[src/rtl/mgmt_pkg.sv]
package mgmt_pkg;

   typedef enum logic [1:0] {
      K_IDLE  = 2'd0,
      K_WRITE = 2'd1,
      K_READ  = 2'd2,
      K_ABORT = 2'd3
   } xfer_kind_e;

   localparam logic [1:0] SOF_BITS = 2'b01;
   localparam logic [1:0] OP_RD    = 2'b10;
   localparam logic [1:0] OP_WR    = 2'b01;
   localparam logic [1:0] TA_WR    = 2'b10;

endpackage

[src/rtl/mgmt_sync.sv]
module mgmt_sync #(
   parameter int STAGES = 2
) (
   input  logic clk,
   input  logic rst_n,
   input  logic d_i,
   output logic q_o
);
   if (STAGES < 1) begin : g_bad_stages
      $error("mgmt_sync: STAGES must be at least 1");
   end

   logic [STAGES-1:0] chain_q;

   if (STAGES == 1) begin : g_single
      always_ff @(posedge clk or negedge rst_n) begin
         if (!rst_n) chain_q <= '1;
         else        chain_q <= d_i;
      end
   end else begin : g_chain
      always_ff @(posedge clk or negedge rst_n) begin
         if (!rst_n) chain_q <= '1;
         else        chain_q <= {chain_q[STAGES-2:0], d_i};
      end
   end

   assign q_o = chain_q[STAGES-1];
endmodule

[src/rtl/mgmt_half_timer.sv]
module mgmt_half_timer #(
   parameter int HALF_DIV = 4
) (
   input  logic clk,
   input  logic rst_n,
   input  logic run_i,
   output logic tick_o
);
   if (HALF_DIV < 2) begin : g_bad_div
      $error("mgmt_half_timer: HALF_DIV must be at least 2");
   end

   localparam int CW = $clog2(HALF_DIV);
   localparam logic [CW-1:0] CNT_LAST = CW'(HALF_DIV - 1);
   localparam bit IS_POW2 = ((1 << CW) == HALF_DIV);

   logic [CW-1:0] cnt_q;

   if (IS_POW2) begin : g_wrap
      // power of two: the counter wraps by itself, no compare on reload
      always_ff @(posedge clk or negedge rst_n) begin
         if (!rst_n)      cnt_q <= '0;
         else if (!run_i) cnt_q <= '0;
         else             cnt_q <= cnt_q + 1'b1;
      end
   end else begin : g_reload
      always_ff @(posedge clk or negedge rst_n) begin
         if (!rst_n)                 cnt_q <= '0;
         else if (!run_i)            cnt_q <= '0;
         else if (cnt_q == CNT_LAST) cnt_q <= '0;
         else                        cnt_q <= cnt_q + 1'b1;
      end
   end

   assign tick_o = run_i && (cnt_q == CNT_LAST);

   // two ticks are never adjacent, so every half lasts several clocks
   p_tick_spacing_r5: assert property (@(posedge clk) disable iff (!rst_n)
      tick_o |=> !tick_o);
endmodule

[src/rtl/mgmt_frame_seq.sv]
module mgmt_frame_seq
   import mgmt_pkg::*;
#(
   parameter int ADDR_W   = 5,
   parameter int DATA_W   = 16,
   parameter int PRE_LEN  = 32,
   parameter int IDLE_LEN = 32
) (
   input  logic              clk,
   input  logic              rst_n,
   input  logic              go_i,
   input  logic              read_i,
   input  logic [ADDR_W-1:0] phy_addr_i,
   input  logic [ADDR_W-1:0] reg_addr_i,
   input  logic [DATA_W-1:0] wdata_i,
   input  logic              tick_i,
   input  logic              line_i,
   output logic              busy_o,
   output logic [DATA_W-1:0] rdata_o,
   output logic              done_o,
   output logic              no_phy_o,
   output logic              mdc_o,
   output logic              mdio_o,
   output logic              mdio_oe_o
);
   if (ADDR_W < 1 || DATA_W < 2 || PRE_LEN < 1 || IDLE_LEN < 1) begin : g_bad_cfg
      $error("mgmt_frame_seq: illegal field length");
   end

   localparam int HDR_LEN  = PRE_LEN + 4 + 2 * ADDR_W;   // slots driven in every frame
   localparam int TX_LEN   = HDR_LEN + 2 + DATA_W;       // slots driven by a write
   localparam int DAT0     = HDR_LEN + 2;                // first data slot
   localparam int LAST_OK  = TX_LEN;                     // trailing released slot
   localparam int LAST_ERR = HDR_LEN + IDLE_LEN;         // end of recovery burst
   localparam int LAST_MAX = (LAST_ERR > LAST_OK) ? LAST_ERR : LAST_OK;
   localparam int SLOT_W   = $clog2(LAST_MAX + 1);

   localparam logic [SLOT_W-1:0] S_HDR  = SLOT_W'(HDR_LEN);
   localparam logic [SLOT_W-1:0] S_TX   = SLOT_W'(TX_LEN);
   localparam logic [SLOT_W-1:0] S_DAT0 = SLOT_W'(DAT0);
   localparam logic [SLOT_W-1:0] S_LOK  = SLOT_W'(LAST_OK);
   localparam logic [SLOT_W-1:0] S_LERR = SLOT_W'(LAST_ERR);

   logic              busy_q, hi_q, done_q, err_q, dout_q, oe_q;
   logic [SLOT_W-1:0] slot_q;
   xfer_kind_e        kind_q;
   logic [TX_LEN-1:0] tx_sh_q;
   logic [DATA_W-1:0] rd_sh_q, rdata_q;

   logic              end_hi, abort_now, finish, oe_nx, capture;
   xfer_kind_e        kind_nx;
   logic [SLOT_W-1:0] slot_nx;
   logic [TX_LEN-1:0] new_frame;

   assign new_frame = {{PRE_LEN{1'b1}}, SOF_BITS, (read_i ? OP_RD : OP_WR),
                       phy_addr_i, reg_addr_i, TA_WR, wdata_i};

   always_comb begin
      end_hi    = busy_q && tick_i && hi_q;
      abort_now = end_hi && (kind_q == K_READ) && (slot_q == S_HDR) && line_i;
      kind_nx   = abort_now ? K_ABORT : kind_q;
      finish    = end_hi && (slot_q == ((kind_nx == K_ABORT) ? S_LERR : S_LOK));
      slot_nx   = slot_q + 1'b1;
      unique case (kind_nx)
         K_WRITE: oe_nx = (slot_nx < S_TX);
         K_READ:  oe_nx = (slot_nx < S_HDR);
         default: oe_nx = 1'b0;
      endcase
      capture   = end_hi && (kind_q == K_READ) && (slot_q >= S_DAT0) && (slot_q < S_TX);
   end

   always_ff @(posedge clk or negedge rst_n) begin
      if (!rst_n) begin
         busy_q  <= 1'b0;
         hi_q    <= 1'b0;
         done_q  <= 1'b0;
         err_q   <= 1'b0;
         dout_q  <= 1'b1;
         oe_q    <= 1'b0;
         slot_q  <= '0;
         kind_q  <= K_IDLE;
         tx_sh_q <= '0;
         rd_sh_q <= '0;
         rdata_q <= '0;
      end else begin
         done_q <= 1'b0;
         if (!busy_q) begin
            if (go_i) begin
               busy_q  <= 1'b1;
               hi_q    <= 1'b0;
               slot_q  <= '0;
               err_q   <= 1'b0;
               kind_q  <= read_i ? K_READ : K_WRITE;
               dout_q  <= new_frame[TX_LEN-1];
               tx_sh_q <= new_frame << 1;
               oe_q    <= 1'b1;
            end
         end else if (tick_i) begin
            if (!hi_q) begin
               hi_q <= 1'b1;
            end else begin
               hi_q <= 1'b0;
               if (capture) rd_sh_q <= {rd_sh_q[DATA_W-2:0], line_i};
               if (finish) begin
                  busy_q <= 1'b0;
                  oe_q   <= 1'b0;
                  done_q <= 1'b1;
                  kind_q <= K_IDLE;
                  if (kind_nx == K_ABORT)    err_q   <= 1'b1;
                  else if (kind_q == K_READ) rdata_q <= rd_sh_q;
               end else begin
                  slot_q  <= slot_nx;
                  kind_q  <= kind_nx;
                  oe_q    <= oe_nx;
                  dout_q  <= oe_nx ? tx_sh_q[TX_LEN-1] : 1'b1;
                  tx_sh_q <= tx_sh_q << 1;
               end
            end
         end
      end
   end

   assign busy_o    = busy_q;
   assign rdata_o   = rdata_q;
   assign done_o    = done_q;
   assign no_phy_o  = err_q;
   assign mdc_o     = hi_q;
   assign mdio_o    = dout_q;
   assign mdio_oe_o = oe_q;

   // an idle bus keeps the clock low and the line released
   p_idle_quiet_r1: assert property (@(posedge clk) disable iff (!rst_n)
      !busy_q |-> (!hi_q && !oe_q));

   // line value and enable hold across a high half of the clock
   p_stable_high_r5: assert property (@(posedge clk) disable iff (!rst_n)
      (hi_q && $past(hi_q)) |-> ($stable(dout_q) && $stable(oe_q)));

   // the completion strobe lasts a single clock
   p_done_single_r10: assert property (@(posedge clk) disable iff (!rst_n)
      done_q |=> !done_q);

   // the absence flag only rises at the end of an aborted read
   p_err_after_abort_r8: assert property (@(posedge clk) disable iff (!rst_n)
      $rose(err_q) |-> ($past(kind_q) == K_ABORT && done_q));

   // a strobe while busy never restarts the slot count
   p_no_restart_r11: assert property (@(posedge clk) disable iff (!rst_n)
      (busy_q && go_i && !finish) |=> (busy_q && (slot_q >= $past(slot_q))));
endmodule

[src/rtl/mgmt_serial_master.sv]
module mgmt_serial_master #(
   parameter int ADDR_W      = 5,
   parameter int DATA_W      = 16,
   parameter int PRE_LEN     = 32,
   parameter int IDLE_LEN    = 32,
   parameter int HALF_DIV    = 4,
   parameter int SYNC_STAGES = 2
) (
   input  logic              clk,
   input  logic              rst_n,
   input  logic              go_i,
   input  logic              read_i,
   input  logic [ADDR_W-1:0] phy_addr_i,
   input  logic [ADDR_W-1:0] reg_addr_i,
   input  logic [DATA_W-1:0] wdata_i,
   output logic [DATA_W-1:0] rdata_o,
   output logic              done_o,
   output logic              no_phy_o,
   output logic              mdc_o,
   output logic              mdio_o,
   output logic              mdio_oe_o,
   input  logic              mdio_i
);
   if (HALF_DIV <= SYNC_STAGES) begin : g_bad_margin
      $error("mgmt_serial_master: HALF_DIV must exceed SYNC_STAGES");
   end

   logic busy, tick, line_s;

   mgmt_sync #(.STAGES(SYNC_STAGES)) u_sync (
      .clk   (clk),
      .rst_n (rst_n),
      .d_i   (mdio_i),
      .q_o   (line_s)
   );

   mgmt_half_timer #(.HALF_DIV(HALF_DIV)) u_timer (
      .clk    (clk),
      .rst_n  (rst_n),
      .run_i  (busy),
      .tick_o (tick)
   );

   mgmt_frame_seq #(
      .ADDR_W   (ADDR_W),
      .DATA_W   (DATA_W),
      .PRE_LEN  (PRE_LEN),
      .IDLE_LEN (IDLE_LEN)
   ) u_seq (
      .clk        (clk),
      .rst_n      (rst_n),
      .go_i       (go_i),
      .read_i     (read_i),
      .phy_addr_i (phy_addr_i),
      .reg_addr_i (reg_addr_i),
      .wdata_i    (wdata_i),
      .tick_i     (tick),
      .line_i     (line_s),
      .busy_o     (busy),
      .rdata_o    (rdata_o),
      .done_o     (done_o),
      .no_phy_o   (no_phy_o),
      .mdc_o      (mdc_o),
      .mdio_o     (mdio_o),
      .mdio_oe_o  (mdio_oe_o)
   );
endmodule

[config.mk]
export PLATFORM = sky130hd
export DESIGN_NAME = mgmt_serial_master
export DESIGN_NICKNAME = d
export VERILOG_FILES = /design/src/rtl/mgmt_pkg.sv /design/src/rtl/mgmt_sync.sv /design/src/rtl/mgmt_half_timer.sv /design/src/rtl/mgmt_frame_seq.sv /design/src/rtl/mgmt_serial_master.sv
export SDC_FILE = /design/constraint.sdc
export NUM_CORES = 1
export LEC_CHECK = 0
export CAP_MARGIN = 10
export CORE_ASPECT_RATIO = 0.9
export CORE_MARGIN = 8
export CORE_UTILIZATION = 39
export CTS_BUF_LIST = sky130_fd_sc_hd__clkbuf_16
export CTS_CLUSTER_DIAMETER = 80
export DETAILED_ROUTE_END_ITERATION = 10
export PLACE_DENSITY_LB_ADDON = 0.3
export SLEW_MARGIN = 20
export SYNTH_ARGS = -nofsm -noshare
export SYNTH_HDL_FRONTEND = slang
export SYNTH_HIERARCHICAL = 1
export SYNTH_SLANG_ARGS = --single-unit
[constraint.sdc]
create_clock -name clk -period 5.21 [get_ports clk]
set_clock_uncertainty 0.15 [all_clocks]
set_input_delay 1.3025 -clock clk [delete_from_list [all_inputs] [get_ports clk]]
set_output_delay 1.3025 -clock clk [all_outputs]
set_load 0.02 [all_outputs]
* Yosys cells after proc, flatten, opt, wreduce, memory -nomap -nowiden
Cells that the tools add are included.
Cells by class: bitwise logic cells 1, order comparisons 4, equality and inequality tests 12, $add $sub $neg 2, muxes and demuxes 48, reductions and logical operators 16
Operator list (count):
- $mux 64 | 5
- $mux 7 | 5
- $mux 1 | 28
- $mux 2 | 8
- $lt 7x7->1 const B | 2
- $logic_and 1x1->1 | 9
- $eq 2x2->1 const B | 4
- $ne 2x2->1 const B | 4
- $reduce_and 4->1 | 2
- $add 7x1->7 const B | 1
- $eq 7x6->1 const B | 1
- $eq 7x7->1 | 1
- $ge 7x6->1 const B | 1
- $lt 7x6->1 const B | 1
- $reduce_and 6->1 | 1
- $reduce_and 5->1 | 1
- $mux 4 | 1
- $reduce_and 3->1 | 1
- $add 2x1->2 const B | 1
- $eq 2x1->1 const B | 1
- $ne 2x1->1 const B | 1
- $pmux 1 s2 | 1
- $reduce_and 2->1 | 1
- $reduce_bool 2->1 | 1
- $not 1->1 | 1
Word-level totals: flip-flop bits (word level) 115, output and inout bits 21, logic and storage cells 96

* Longest topological paths before layout
depth after elaboration 16, depth in mapped cells 13

* Hierarchy
The synthesis kept the hierarchy.
Modules (own cells, without submodules):
- mgmt_frame_seq | sequential area each 2753.9 um^2, area an instance 4689.5 um^2, cells each 370, times used 1
- mgmt_half_timer | sequential area each 50.0 um^2, area an instance 88.8 um^2, cells each 6, times used 1
- mgmt_sync | sequential area each 52.6 um^2, area an instance 52.6 um^2, cells each 2, times used 1

* Worst setup path after synthesis
OpenSTA, ideal clock, no wires.
kind register to register, from reg u_timer.cnt_q[0], to reg u_seq.rdata_q[10], in the netlist u_seq/rdata_o[10], setup slack 2179 ps, setup time 125 ps, data arrival time 2756 ps, buffers on the path 2, data required time 4935 ps, stages on the path, launching flop included 12, path through dfrtp_1 ha_1 and2_1 and3_1 clkbuf_1 a31o_2 ha_1 or4_4 a21oi_4 nand3b_4 buf_6 mux2_4
On the way: word-level cells in the longest chain between the ends 13, elaborated cells between the ends (all ways) 14
RTL lines:
- from (decl) | RTL line mgmt_half_timer.sv:17 | logic [CW-1:0] cnt_q;
- from (signal assigned) | RTL line mgmt_half_timer.sv:24 | else cnt_q <= cnt_q + 1'b1;
- $eq 2x2->1 (*) | RTL line mgmt_half_timer.sv:35 | assign tick_o = run_i && (cnt_q == CNT_LAST);
- $logic_and 1x1->1 (*) | RTL line mgmt_half_timer.sv:35
- net tick | RTL line mgmt_serial_master.sv:28 | logic busy, tick, line_s;
- $logic_and 1x1->1 (2 in a row) | RTL line mgmt_frame_seq.sv:59 | end_hi = busy_q && tick_i && hi_q;
- $logic_and 1x1->1 (3 in a row) | RTL line mgmt_frame_seq.sv:60 | abort_now = end_hi && (kind_q == K_READ) && (slot_q == S_HDR) && line_i;
- $mux 2 | RTL line mgmt_frame_seq.sv:61 | kind_nx = abort_now ? K_ABORT : kind_q;
- $eq 2x2->1 | RTL line mgmt_frame_seq.sv:62, mgmt_frame_seq.sv:109
- $mux 4 | RTL line mgmt_frame_seq.sv:62 | finish = end_hi && (slot_q == ((kind_nx == K_ABORT) ? S_LERR : S_LOK));
- $eq 7x7->1 | RTL line mgmt_frame_seq.sv:62
- $logic_and 1x1->1 | RTL line mgmt_frame_seq.sv:62
- $reduce_and 6->1 (no source line) (*)
- to (signal assigned) | RTL line mgmt_frame_seq.sv:110 | else if (kind_q == K_READ) rdata_q <= rd_sh_q;
- to (decl) | RTL line mgmt_frame_seq.sv:48 | logic [DATA_W-1:0] rd_sh_q, rdata_q;
Mark *: on every way through the listed nets, which the timed path passes. The rest lies on a longest branch. A chain may end at the register's enable or synchronous reset.

* Final worst setup path
from reg u_seq.busy_q, in the netlist u_seq/busy_o, to reg u_seq.tx_sh_q[27]
On the way: word-level cells in the longest chain between the ends 13, elaborated cells between the ends (all ways) 17
RTL lines:
- from (decl) | RTL line mgmt_frame_seq.sv:44 | logic busy_q, hi_q, done_q, err_q, dout_q, oe_q;
- from (signal assigned) | RTL line mgmt_frame_seq.sv:74 | busy_q <= 1'b0;
- from (signal assigned) | RTL line mgmt_frame_seq.sv:89 | busy_q <= 1'b1;
- from (signal assigned) | RTL line mgmt_frame_seq.sv:105 | busy_q <= 1'b0;
- $logic_and 1x1->1 (*) | RTL line mgmt_half_timer.sv:35
- net tick | RTL line mgmt_serial_master.sv:28
- $logic_and 1x1->1 (2 in a row) | RTL line mgmt_frame_seq.sv:59
- $logic_and 1x1->1 (3 in a row) | RTL line mgmt_frame_seq.sv:60
- $mux 2 | RTL line mgmt_frame_seq.sv:61
- $eq 2x2->1 | RTL line mgmt_frame_seq.sv:62
- $mux 4 | RTL line mgmt_frame_seq.sv:62
- $eq 7x7->1 | RTL line mgmt_frame_seq.sv:62
- $logic_and 1x1->1 | RTL line mgmt_frame_seq.sv:62
- $ne 2x2->1 (no source line)
- $reduce_and 4->1 (no source line) (*)
- to (signal assigned) | RTL line mgmt_frame_seq.sv:95 | tx_sh_q <= new_frame << 1;
- to (signal assigned) | RTL line mgmt_frame_seq.sv:116 | tx_sh_q <= tx_sh_q << 1;
- to (decl) | RTL line mgmt_frame_seq.sv:47 | logic [TX_LEN-1:0] tx_sh_q;
Marked as above.

==> impl_metrics.py <==
metrics = {
    "run_status": {
        "outcome": "complete, no violations",
    },
    "power": {
        "p_leak_nw": 2.72,
        "power.total_mw": 3.04,
        "p_per_area_nw_per_um2": 504,
        "max-vdd-ir-drop_mv": 0.213,
    },
    "detailed_routing": {
        "wl_per_cell_microns": 15.0,
        "first_iter_violations": 142,
        "viasPerCell": 5.06,
        "routed_wl_mm": 8.97,
        "drc_errors": 0,
        "firstDrtPassIters": 4,
        "vias": 3030,
        "ant_nets": 0,
    },
    "floorplanning": {
        "coreArea_sq_um": 12100,
        "ios": 52,
        "initial_core_util": 0.400,
        "fp.dieH_microns": 122,
        "die_w_microns": 133,
        "die_area_sq_um": 16200,
        "std_cell_rows": 38,
    },
    "clocking": {
        "postCtsSetupBuffers": 0,
        "cts_tree": "done",
        "cts.repair.resized": 0,
        "clk_latency_ps": 400,
        "cts_buffer_depth": 2,
        "cts_hold_buf": 0,
        "cts_max_level": 4,
        "cts-buffers-inserted": 17,
        "clkSinkCount": 114,
        "clockRootBuffer": "clkbuf_16",
        "path_clk_slew_ps": 50,
    },
    "timing": {
        "slew_viol_final": 0,
        "worst_pin_slew_ps": 925,
        "finalHoldViolCount": 0,
        "fin_crit_sh": 0.767,
        "period_minus_slack_ps": 4000,
        "fmax_mhz": 250,
        "tns_ps": 0,
        "rsz0062_at_grt": "false",
        "setup_viol": 0,
        "max_slew_margin": 0.381,
    },
    "logic_synthesis": {
        "seq_area_frac_synth": 0.591,
        "synthTopCellsByArea": "dfrtp_1, o22a_1, mux2i_1",
        "synth.distinct_cells": 47,
        "syn_nets": 416,
        "yosys_register_bits": 114,
        "syn_avg_cell_area_sq_um": 12.8,
        "syn_inst": 378,
        "synth_area_leader_cell": "dfrtp_1",
        "synth_top_area_frac": 0.575,
        "yosysWarnings": 6,
        "synth.cell_area_sq_um": 4830,
    },
    "finish": {
        "nNetsFinal": 464,
        "n_fill_cell": 1094,
        "regArea_sq_um": 2860,
        "antennaDiodeCount": 0,
        "final_cell_area_sq_um": 6020,
        "area_growth_pct": 24.7,
        "multi_input_area_sq_um": 1830,
        "final_cell_count_no_fill": 599,
        "drive_gt1_frac": 0.173,
    },
    "global_route": {
        "grt_max_degree": 58,
        "antenna_found_initial": 0,
        "grt_pass1_vias": 3203,
        "grt_pass1_wl_mm": 15.5,
        "grt.total_usage": 0.119,
        "grt.overflow.total": 0,
    },
    "hold_path": {
        "hp-class": "reg2reg",
    },
    "setup_path": {
        "worstPathRequired_ps": 5380,
        "startpoint_type": "flop",
        "path_max_fanout": 57,
        "critical_path_arrival_ps": 4170,
        "critPathKind": "reg2reg",
        "endpoint_kind": "flop",
    },
    "place": {
        "dpl.hpwl_mm": 5.87,
        "port_buffers": 51,
        "placed_area_sq_um": 5450,
        "place_congestion": 0.809,
        "dp_cells": 567,
    },
    "flow_run": {
        "drv_cap": 0,
    },
}
## worst max-delay path: stages, from the launching register on
cell,delay (ps)
dfrtp_2,970
and2_1,290
and3_1,260
a31o_2,230
ha_1,210
or4_4,150
a21oi_4,90
o21ai_4,720
buf_4,590
nor2_1,80
a21oi_1,150
## layout make-up
class / count / area share
clock inverter: 15 / 0.0249
inverter: 5 / 0.00312
clock buffer: 17 / 0.0706
sequential: 114 / 0.475
tap: 160 / 0.0332
timing repair buffer: 55 / 0.0893
multi-input combinational: 233 / 0.304
## worst paths after layout
path	cells past startpoint	end	slack [ps]	startpoint
worst min register to register	0	u_sync/chain_q[1]	210	u_sync/chain_q[0]
worst min-delay path	0	u_sync/chain_q[1]	210	u_sync/chain_q[0]
max in group asynchronous	2	u_seq/tx_sh_q[13]	3180	rst_n
min in group asynchronous	1	u_seq/rdata_o[2]	790	rst_n
worst max-delay path	10	u_seq/tx_sh_q[27]	1210	u_seq/busy_o
worst max register to register	10	u_seq/tx_sh_q[27]	1210	u_seq/busy_o
## registers in the layout, summed over array words and instances, names as in the netlist, 2 cells and up
signal,flops
u_seq/kind_q,2
u_seq/rd_sh_q,16
u_seq/rdata_o,16
u_seq/slot_q,7
u_seq/tx_sh_q,63
u_sync/chain_q,2
u_timer/cnt_q,2
## cells in the mapped netlist (all sizes together)
cell type	n
o21ai	10
nand4	1
ha	7
mux2	32
and4b	1
a221oi	1
a21boi	1
a22o	6
or4b	1
nand2b	3
or2	1
nor2b	3
nand2	8
a31o	1
o311a	1
o41ai	1
nand4b	1
nor2	35
dfstp	3
xnor2	2
o22a	34
buf	17
o2bb2ai	1
nor3b	1
a21o	1
and2	3
dfrtp	111
xor2	4
clkbuf	9
a21oi	32
nor3	2
mux2i	27
and3	3
or4	2
or2b	1
nand3	4
inv	5
nand3b	2
## kinds of logic (layout without fill, tap and decap cells)
logic type | count (synthesis) | in the layout | synth area share
flops | 114 | 114 | 0.591
compound gates | 89 | 89 | 0.132
simple gates | 72 | 72 | 0.0787
mux | 59 | 59 | 0.138
buf+inv | 31 | 92 | 0.0311
fa+ha+maj | 7 | 7 | 0.0181
xor+xnor | 6 | 6 | 0.0109
## power by group
part | leakage [nW] | switching, mW | internal (mW) | total (mW)
clock network | 0.291 | 0.381 | 0.737 | 1.12
registers | 1.32 | 0.179 | 1.15 | 1.33
logic | 1.12 | 0.290 | 0.299 | 0.589
total | 2.72 | 0.850 | 2.19 | 3.04
## metrics by stage
step           hold slack [ps]  worst slack (ps)   util
2_1_floorplan              195              2180      -
3_3_place_gp               199              1320  0.451
3_5_place_dp               199              1210  0.451
4_1_cts                    206              1200  0.499
5_1_grt                    213               860  0.499
6_report                   205              1210  0.499
## layout by cell type (no fill, tap or decap), drive strengths merged, types with 3 or more instances in the layout
master	count
dfrtp	111
clkdlybuf4s50	50
nor2	35
o22a	34
a21oi	32
mux2	32
mux2i	27
clkbuf	17
o21ai	10
clkinv	9
nand2	8
inv	7
ha	7
a22o	6
buf	5
nand3	4
xor2	4
bufinv	3
and3	3
nand2b	3
and2	3
dfstp	3
nor2b	3
## metal layers
layer / vias to the layer above / part of all wire / track usage
li1: 1458 / - / -
met1: 1501 / 0.47 / 0.146
met2: 58 / 0.46 / 0.181
met3: 13 / 0.057 / 0.0502
met4: 0 / 0.015 / 0.0526
met5: - / 0 / 0
(Power assumes the default switching activity.)
